`src/rtl/pm_pkg.sv`:
```
package pm_pkg;

    localparam int NPINS   = 8;
    localparam int NSRC    = 7;
    localparam int MAXW    = 4;
    localparam int PW      = $clog2(NPINS);
    localparam int SIDX_W  = $clog2(MAXW);
    localparam int FN_W    = 3;

    // source index doubles as priority rank (lower index wins)
    localparam int S_I2C  = 0;
    localparam int S_CANB = 1;
    localparam int S_CANA = 2;
    localparam int S_CANC = 3;
    localparam int S_SPI0 = 4;
    localparam int S_SPI1 = 5;
    localparam int S_SPI2 = 6;

    typedef enum logic [FN_W-1:0] {
        FN_GPIO = 3'd0,
        FN_I2C  = 3'd1,
        FN_CANB = 3'd2,
        FN_CANA = 3'd3,
        FN_CANC = 3'd4,
        FN_SPI0 = 3'd5,
        FN_SPI1 = 3'd6,
        FN_SPI2 = 3'd7
    } pin_fn_e;

    typedef struct packed {
        logic       spi2_alt;
        logic       spi1_alt;
        logic       spi0_alt;
        logic [1:0] canc_sel;
    } route_t;

    localparam int ROUTE_W = $bits(route_t);

    typedef struct packed {
        logic          hit;
        logic [PW-1:0] base;
    } window_t;

    function automatic int src_width(int s);
        return (s >= S_SPI0) ? 4 : 2;
    endfunction

    function automatic pin_fn_e src_fn(int s);
        return pin_fn_e'(FN_W'(s + 1));
    endfunction

    // Where a source lands on the port for a given routing value
    function automatic window_t src_window(int s, route_t r);
        window_t w;
        w.hit  = 1'b1;
        w.base = '0;
        case (s)
            S_I2C:          w.base = PW'(6);
            S_CANB, S_CANA: w.base = PW'(0);
            S_CANC: begin
                case (r.canc_sel)
                    2'd0:    w.base = PW'(6);
                    2'd1:    w.base = PW'(0);
                    2'd2:    w.base = PW'(2);
                    default: w.base = PW'(4);
                endcase
            end
            S_SPI0: w.base = r.spi0_alt ? PW'(4) : PW'(0);
            S_SPI1: begin
                if (r.spi1_alt) w.hit  = 1'b0;
                else            w.base = PW'(4);
            end
            S_SPI2: begin
                if (r.spi2_alt) w.base = PW'(0);
                else            w.hit  = 1'b0;
            end
            default: w.hit = 1'b0;
        endcase
        return w;
    endfunction

endpackage

```
`src/rtl/pm_route_reg.sv`:
```
module pm_route_reg
    import pm_pkg::*;
(
    input  logic               clk,
    input  logic               rst,
    input  logic               we,
    input  logic [ROUTE_W-1:0] wdata,
    output route_t             route_q
);

    always_ff @(posedge clk) begin
        if (rst) begin
            route_q <= '0;
        end else if (we) begin
            route_q <= route_t'(wdata);
        end
    end

endmodule

```
`src/rtl/pm_window.sv`:
```
module pm_window
    import pm_pkg::*;
#(
    parameter int SRC = 0
) (
    input  route_t            route,
    input  logic [NPINS-1:0]  pad_in,
    output logic [NPINS-1:0]  claim,
    output logic [MAXW-1:0]   in_vec,
    output logic [PW-1:0]     base
);

    localparam int WIDTH = src_width(SRC);

    window_t win;

    always_comb begin
        win    = src_window(SRC, route);
        base   = win.base;
        claim  = '0;
        in_vec = '0;
        if (win.hit) begin
            for (int k = 0; k < WIDTH; k++) begin
                claim[PW'(win.base + PW'(k))] = 1'b1;
                in_vec[k]                     = pad_in[PW'(win.base + PW'(k))];
            end
        end
    end

endmodule

```
`src/rtl/pm_pin_arb.sv`:
```
module pm_pin_arb
    import pm_pkg::*;
#(
    parameter int PIN = 0
) (
    input  logic [NSRC-1:0] req,
    input  logic [MAXW-1:0] src_out  [NSRC],
    input  logic [MAXW-1:0] src_oe   [NSRC],
    input  logic [PW-1:0]   src_base [NSRC],
    input  logic            gpio_out,
    input  logic            gpio_dir,
    output pin_fn_e         fn,
    output logic            out,
    output logic            oe
);

    logic              found;
    logic [SIDX_W-1:0] off;

    always_comb begin
        fn    = FN_GPIO;
        out   = gpio_out;
        oe    = gpio_dir;
        found = 1'b0;
        off   = '0;
        for (int s = 0; s < NSRC; s++) begin
            if (req[s] && !found) begin
                found = 1'b1;
                fn    = src_fn(s);
                off   = SIDX_W'(PW'(PIN) - src_base[s]);
                out   = src_out[s][off];
                oe    = src_oe[s][off];
            end
        end
    end

endmodule

```
`src/rtl/pm_pin_mux.sv`:
```
module pm_pin_mux
    import pm_pkg::*;
(
    input  logic                   clk,
    input  logic                   rst,
    input  logic                   route_we,
    input  logic [ROUTE_W-1:0]     route_wdata,
    input  logic [NPINS-1:0]       pad_in,
    input  logic [NPINS-1:0]       gpio_out,
    input  logic [NPINS-1:0]       gpio_dir,
    input  logic                   i2c_en,
    input  logic [1:0]             i2c_do,
    input  logic [1:0]             i2c_oe,
    output logic [1:0]             i2c_di,
    input  logic                   canb_en,
    input  logic [1:0]             canb_do,
    input  logic [1:0]             canb_oe,
    output logic [1:0]             canb_di,
    input  logic                   cana_en,
    input  logic [1:0]             cana_do,
    input  logic [1:0]             cana_oe,
    output logic [1:0]             cana_di,
    input  logic                   canc_en,
    input  logic [1:0]             canc_do,
    input  logic [1:0]             canc_oe,
    output logic [1:0]             canc_di,
    input  logic                   spi0_en,
    input  logic [3:0]             spi0_do,
    input  logic [3:0]             spi0_oe,
    output logic [3:0]             spi0_di,
    input  logic                   spi1_en,
    input  logic [3:0]             spi1_do,
    input  logic [3:0]             spi1_oe,
    output logic [3:0]             spi1_di,
    input  logic                   spi2_en,
    input  logic [3:0]             spi2_do,
    input  logic [3:0]             spi2_oe,
    output logic [3:0]             spi2_di,
    output logic [NPINS-1:0]       pin_out,
    output logic [NPINS-1:0]       pin_oe,
    output logic [NPINS*FN_W-1:0]  pin_fn
);

    route_t             route_q;
    logic [NSRC-1:0]    src_en;
    logic [MAXW-1:0]    src_out  [NSRC];
    logic [MAXW-1:0]    src_oe   [NSRC];
    logic [MAXW-1:0]    src_in   [NSRC];
    logic [PW-1:0]      src_base [NSRC];
    logic [NPINS-1:0]   src_claim[NSRC];
    logic [NSRC-1:0]    pin_req  [NPINS];
    pin_fn_e            pin_fn_a [NPINS];

    pm_route_reg u_route (
        .clk    (clk),
        .rst    (rst),
        .we     (route_we),
        .wdata  (route_wdata),
        .route_q(route_q)
    );

    // gather sources in priority order
    always_comb begin
        src_en = '0;
        src_en[S_I2C]  = i2c_en;
        src_en[S_CANB] = canb_en;
        src_en[S_CANA] = cana_en;
        src_en[S_CANC] = canc_en;
        src_en[S_SPI0] = spi0_en;
        src_en[S_SPI1] = spi1_en;
        src_en[S_SPI2] = spi2_en;

        src_out[S_I2C]  = {2'b00, i2c_do};
        src_out[S_CANB] = {2'b00, canb_do};
        src_out[S_CANA] = {2'b00, cana_do};
        src_out[S_CANC] = {2'b00, canc_do};
        src_out[S_SPI0] = spi0_do;
        src_out[S_SPI1] = spi1_do;
        src_out[S_SPI2] = spi2_do;

        src_oe[S_I2C]   = {2'b00, i2c_oe};
        src_oe[S_CANB]  = {2'b00, canb_oe};
        src_oe[S_CANA]  = {2'b00, cana_oe};
        src_oe[S_CANC]  = {2'b00, canc_oe};
        src_oe[S_SPI0]  = spi0_oe;
        src_oe[S_SPI1]  = spi1_oe;
        src_oe[S_SPI2]  = spi2_oe;
    end

    generate
        for (genvar s = 0; s < NSRC; s++) begin : g_src
            pm_window #(.SRC(s)) u_win (
                .route (route_q),
                .pad_in(pad_in),
                .claim (src_claim[s]),
                .in_vec(src_in[s]),
                .base  (src_base[s])
            );
        end
    endgenerate

    // per-pin request vectors: enabled and mapped here
    always_comb begin
        for (int p = 0; p < NPINS; p++) begin
            for (int s = 0; s < NSRC; s++) begin
                pin_req[p][s] = src_en[s] & src_claim[s][p];
            end
        end
    end

    generate
        for (genvar p = 0; p < NPINS; p++) begin : g_pin
            pm_pin_arb #(.PIN(p)) u_arb (
                .req     (pin_req[p]),
                .src_out (src_out),
                .src_oe  (src_oe),
                .src_base(src_base),
                .gpio_out(gpio_out[p]),
                .gpio_dir(gpio_dir[p]),
                .fn      (pin_fn_a[p]),
                .out     (pin_out[p]),
                .oe      (pin_oe[p])
            );
            assign pin_fn[p*FN_W +: FN_W] = pin_fn_a[p];
        end
    endgenerate

    assign i2c_di  = src_in[S_I2C][1:0];
    assign canb_di = src_in[S_CANB][1:0];
    assign cana_di = src_in[S_CANA][1:0];
    assign canc_di = src_in[S_CANC][1:0];
    assign spi0_di = src_in[S_SPI0];
    assign spi1_di = src_in[S_SPI1];
    assign spi2_di = src_in[S_SPI2];

    // upper halves of the two-signal sources are padding
    logic unused_pad;
    assign unused_pad = ^{src_in[S_I2C][3:2], src_in[S_CANB][3:2],
                          src_in[S_CANA][3:2], src_in[S_CANC][3:2]};

endmodule

```
`config.mk`:
```
export PLATFORM = sky130hd
export DESIGN_NAME = pm_pin_mux
export DESIGN_NICKNAME = d
export VERILOG_FILES = /design/src/rtl/pm_pkg.sv /design/src/rtl/pm_route_reg.sv /design/src/rtl/pm_window.sv /design/src/rtl/pm_pin_arb.sv /design/src/rtl/pm_pin_mux.sv
export SDC_FILE = /design/constraint.sdc
export NUM_CORES = 1
export LEC_CHECK = 0
export BUFFER_PORTS_ARGS = -buffer_cell sky130_fd_sc_hd__buf_2
export CAP_MARGIN = 20
export CORE_ASPECT_RATIO = 0.9
export CORE_MARGIN = 2
export CORE_UTILIZATION = 55
export DETAILED_ROUTE_END_ITERATION = 12
export GPL_ROUTABILITY_DRIVEN = 1
export PLACE_DENSITY_LB_ADDON = 0.12
export SYNTH_ARGS = -nofsm -noshare
export SYNTH_HDL_FRONTEND = slang
export SYNTH_HIERARCHICAL = 1
export SYNTH_SLANG_ARGS = --single-unit
```
`constraint.sdc`:
```
create_clock -name clk -period 3.1 [get_ports clk]
set_input_delay 0.31 -clock clk [delete_from_list [all_inputs] [get_ports clk]]
set_output_delay 0.31 -clock clk [all_outputs]
set_load 0.03 [all_outputs]
```
# --- After elaboration in Yosys (flattened, before gate mapping) ---
# Index checks and enable logic that the tools add are counted.
op_classes:
  order_cmp: 44
  eq_ne: 2
  reduce_logical: 67
  bitwise: 39
  n_mux: 282
  n_addsub: 31
op_table:
  columns: ["operator", "n"]
  rows:
  - ["$mux 1", 173]
  - ["$mux 3", 34]
  - ["$bmux 1 s2", 48]
  - ["$lt 2x3->1 const B", 24]
  - ["$or 8x8->8", 7]
  - ["$lt 3x4->1 const B", 10]
  - ["$logic_and 1x1->1", 39]
  - ["$bmux 1 s3", 10]
  - ["$demux 1 s3", 10]
  - ["$ge 3x1->1 const B", 10]
  - ["$and 1x1->1", 28]
  - ["$logic_not 1->1", 27]
  - ["$sub 1x2->2 const A", 12]
  - ["$sub 2x2->2 const A", 12]
  - ["$add 3x2->3 const B", 4]
  - ["$mux 4", 3]
  - ["$add 3x1->3 const B", 3]
  - ["$pmux 3 s3", 1]
  - ["$mux 8", 1]
  - ["$and 1x1->1 const B", 4]
  - ["$mux 2", 2]
  - ["$eq 2x1->1 const B", 1]
  - ["$eq 2x2->1 const B", 1]
  - ["$logic_not 2->1", 1]
totals:
  out_inout_bits: 60
  ff_bits: 5
  in_bits: 79
  wordCells: 469

# --- Logic depth before layout (Yosys ltp) ---
logic_depth:
  ltp_word: 20
  mapped_depth: 8
  mapped_depth_nobuf: 8

# --- Cells and area by module ---
# The synthesis kept the hierarchy.
by_module_without_submodules:
  columns: ["module", "area_per_inst_um2", "cells_each", "instances", "seq_area_each_um2"]
  rows:
  - ["pm_pin_arb at g_pin[1].u_arb ...", 656.9, 79, 2, 0.0]
  - ["pm_pin_arb at g_pin[3].u_arb ...", 633.1, 63, 2, 0.0]
  - ["pm_pin_arb at g_pin[0].u_arb ...", 554.3, 55, 2, 0.0]
  - ["pm_pin_arb at g_pin[2].u_arb ...", 550.5, 55, 2, 0.0]
  - ["pm_window at g_src[0].u_win ...", 120.1, 17, 3, 0.0]
  - ["pm_pin_mux", 354.1, 57, 1, 0.0]
  - ["pm_window at g_src[3].u_win", 190.2, 25, 1, 0.0]
  - ["pm_route_reg", 180.2, 16, 1, 100.1]
  - ["pm_window at g_src[4].u_win", 127.6, 16, 1, 0.0]
  - ["pm_window at g_src[6].u_win", 111.4, 16, 1, 0.0]
  - ["pm_window at g_src[5].u_win", 107.6, 16, 1, 0.0]

# --- Worst setup path after synthesis ---
# Ideal clock, no wire load.
synth_path:
  kind: "reg2out"
  startpoint: "register, netlist name u_route/route_q[2]"
  endpoint: "output pin_oe[2]"
  setup_slack_ns: 0.578
  path_stages_with_launch: 7
  t_arrival_ns: 2.212
  n_path_buf: 1
  required_time_ns: 2.790
  path_cell_list: "dfxtp_1 -> inv_1 -> buf_4 -> and2_1 -> nor4_1 -> a2111oi_2 -> o21ai_0"
synth_lines:
  columns: ["item", "line_no", "rtl"]
  rows:
  - ["to (decl)", "pm_pin_mux.sv:40", "output logic [NPINS-1:0] pin_oe,"]

==> impl_metrics.py <==
metrics = {
    "sta": {
        "clock.fmax_mhz": 348,
        "hold_slack_ps": 314,
        "finalClockSkew_ps": 0,
        "finalSetupViolations": 0,
        "hold_viol_final": 0,
        "period_needed_ps": 2870,
        "fin_crit_sh_pct": 92.7,
        "setup-tns-final_ps": 0,
        "rsz0062_at_grt": "false",
        "tightest_slew_ps": 688,
        "relSlewSlack_pct": 54.0,
        "final-max-slew-violation-count": 0,
    },
    "clock_network": {
        "cts_buffers": 3,
        "root_buffer": "clkbuf_16",
        "ctsHoldBuffers": 0,
        "cts_max_level": 1,
        "clkTransAtPathRegs_ps": 30,
        "clk_path_buf_depth": 2,
        "clk_latency_ps": 230,
        "clkSinkCount": 5,
        "tritoncts": "built",
    },
    "power_and_ir_drop": {
        "clockPowerShare_pct": 13.9,
        "peakVddDrop_v": 0.000360,
        "power_switching_uw": 794,
        "p_int_uw": 749,
        "seq_power_share_pct": 4.9,
        "p_leak_nw": 3.04,
        "switching_share_pct": 51.5,
        "p_comb_share_pct": 81.2,
        "power.density_nw_per_um2": 217,
    },
    "routing": {
        "firstDrtPassIters": 5,
        "wl_per_cell_um": 18.6,
        "vias_per_cell": 5.90,
        "ant_nets": 0,
        "wirelength_um": 19700,
        "post-route-drc-count": 0,
        "num_vias": 6240,
        "drtIter0Drc": 536,
    },
    "layout": {
        "regMostFlops": "u_route/route_q",
        "fill_cells": 944,
        "multi_input_area_um2": 5840,
        "syn_to_final_growth_pct": 15.9,
        "design_area_um2": 7100,
        "utilization_pct": 65.4,
        "fin_nets": 989,
        "drive_above_1_share_pct": 28.8,
        "seqCellArea_um2": 100,
        "num_antenna_cells": 0,
        "largest_reg_flops": 5,
        "largestRegisters": "u_route/route_q x5",
    },
    "setup_path": {
        "start_kind": "flop",
        "critPathMaxFanout": 11,
        "critPathArrivalTime_ps": 2560,
        "slowest_delay_ps": 460,
        "crit_type": "reg -> out",
        "cp-end-kind": "output pin",
        "crit_slowest_cell": "dfxtp_1",
        "cp_cell_sequence": "inv_1 > ha_1 > nor2_4 > clkinvlp_4 > buf_12 > mux4_2 > nand3_1 > and4_1 > o21ai_0 > buf_2",
        "critPathRequiredTime_ps": 2790,
    },
    "grt": {
        "antenna_found_initial": 0,
        "grt_usage_pct": 32.3,
        "grt_pass1_vias": 5651,
        "overflow": 0,
        "grt_start_max_net_pins": 29,
        "grt_pass1_wl_um": 30500,
    },
    "floorplan": {
        "die_area_um2": 12000,
        "design.core.area_um2": 10900,
        "initial_utilization_pct": 56.4,
        "rows": 36,
        "die_h_um": 104,
        "io_pins": 139,
        "die_w_um": 115,
    },
    "synthesis": {
        "synth_area_um2": 6120,
        "netlist_instances": 688,
        "syn-mean-instance-area_um2": 8.90,
        "yosys_warnings": 6,
    },
    "flow_run": {
        "cap_violations": 0,
    },
    "placed_design": {
        "gp_congestion": 1.01,
        "hpwl_um": 15900,
        "numPortBuffers": 138,
        "place_area_um2": 6980,
    },
    "outcome": {
        "status": "finished clean",
    },
    "hold_path": {
        "hold_class": "in -> reg",
    },
}
routing by layer:
layer / vias to the layer above / part of all wire [%] / global-route usage [%]
li1: 2902 / - / -
met1: 2986 / 43 / 47.3
met2: 323 / 46 / 51.6
met3: 29 / 8.6 / 2.74
met4: 0 / 2.5 / 7.83
met5: - / 0 / 0
critical path: cells and delay by family, from the launching register on:
kind | cells | cell delay, ps
muxes | 1 | 340
buffers and inverters | 4 | 650
and+or+nand+nor | 3 | 470
adders and majority gates | 1 | 260
DFF | 1 | 460
AOI/OAI and AO/OA | 1 | 150
through the flow:
| stage | cells | total power [mW] | worst slack [ps] |
|---|---|---|---|
| floorplan | 850 | 1.01 | 600 |
| global placement | 1051 | 1.24 | 314 |
| detailed placement | 1051 | 1.25 | 218 |
| CTS | 1057 | 1.49 | 263 |
| global route | 1057 | 1.63 | 28.9 |
| finish | 1057 | 1.54 | 226 |
area by class of cell:
type,instances,share of cell area [%]
inverters,26,1.82
repair buffers,144,10.7
well taps,152,2.68
flip-flops and latches,5,1.41
multi-input cells,726,82.3
clock buffers,4,1.11
timing repair:
item,CTS,global route
setup endpoints to repair,2,0
setup buffers,2,0
hold endpoints to repair,0,0
resized for setup,1,0
cell usage in the layout, fill, tap and decap left out, types with 5 or more instances in the layout:
master / count
conb_1: 173
buf_2: 138
mux4_2: 72
and2_1: 60
mux2i_1: 55
nor2_1: 47
nand2_1: 30
inv_1: 23
a21oi_1: 22
nor2b_1: 20
o21ai_0: 18
nand3_1: 18
nor3_1: 14
mux4_1: 12
nand2b_1: 12
a211oi_1: 12
nor4_1: 10
or3_1: 10
o22ai_1: 10
nand3b_1: 8
nand4_1: 8
a311oi_1: 8
o21ai_1: 8
o21a_1: 6
nand4b_1: 6
nor3_2: 6
dfxtp_1: 5
power by group through the flow:
stage	logic, mW	clock network, mW	registers (mW)
finish	1.25	0.214	0.0754
global route	1.34	0.219	0.0760
CTS	1.19	0.217	0.0752
detailed placement	1.18	0	0.0762
global placement	1.16	0	0.0760
floorplan	0.936	0	0.0749
final timing paths:
| kind | from | endpoint | slack (ps) | cells after the start |
|---|---|---|---|---|
| hold reg to reg | u_route/route_q[1] | u_route/route_q[1] | 550 | 2 |
| hold / removal | rst | u_route/route_q[1] | 310 | 2 |
| setup reg to reg | u_route/route_q[4] | u_route/route_q[4] | 2240 | 2 |
| setup / recovery | u_route/route_q[0] | pin_oe[0] | 230 | 10 |
(Power assumes the default switching activity.)
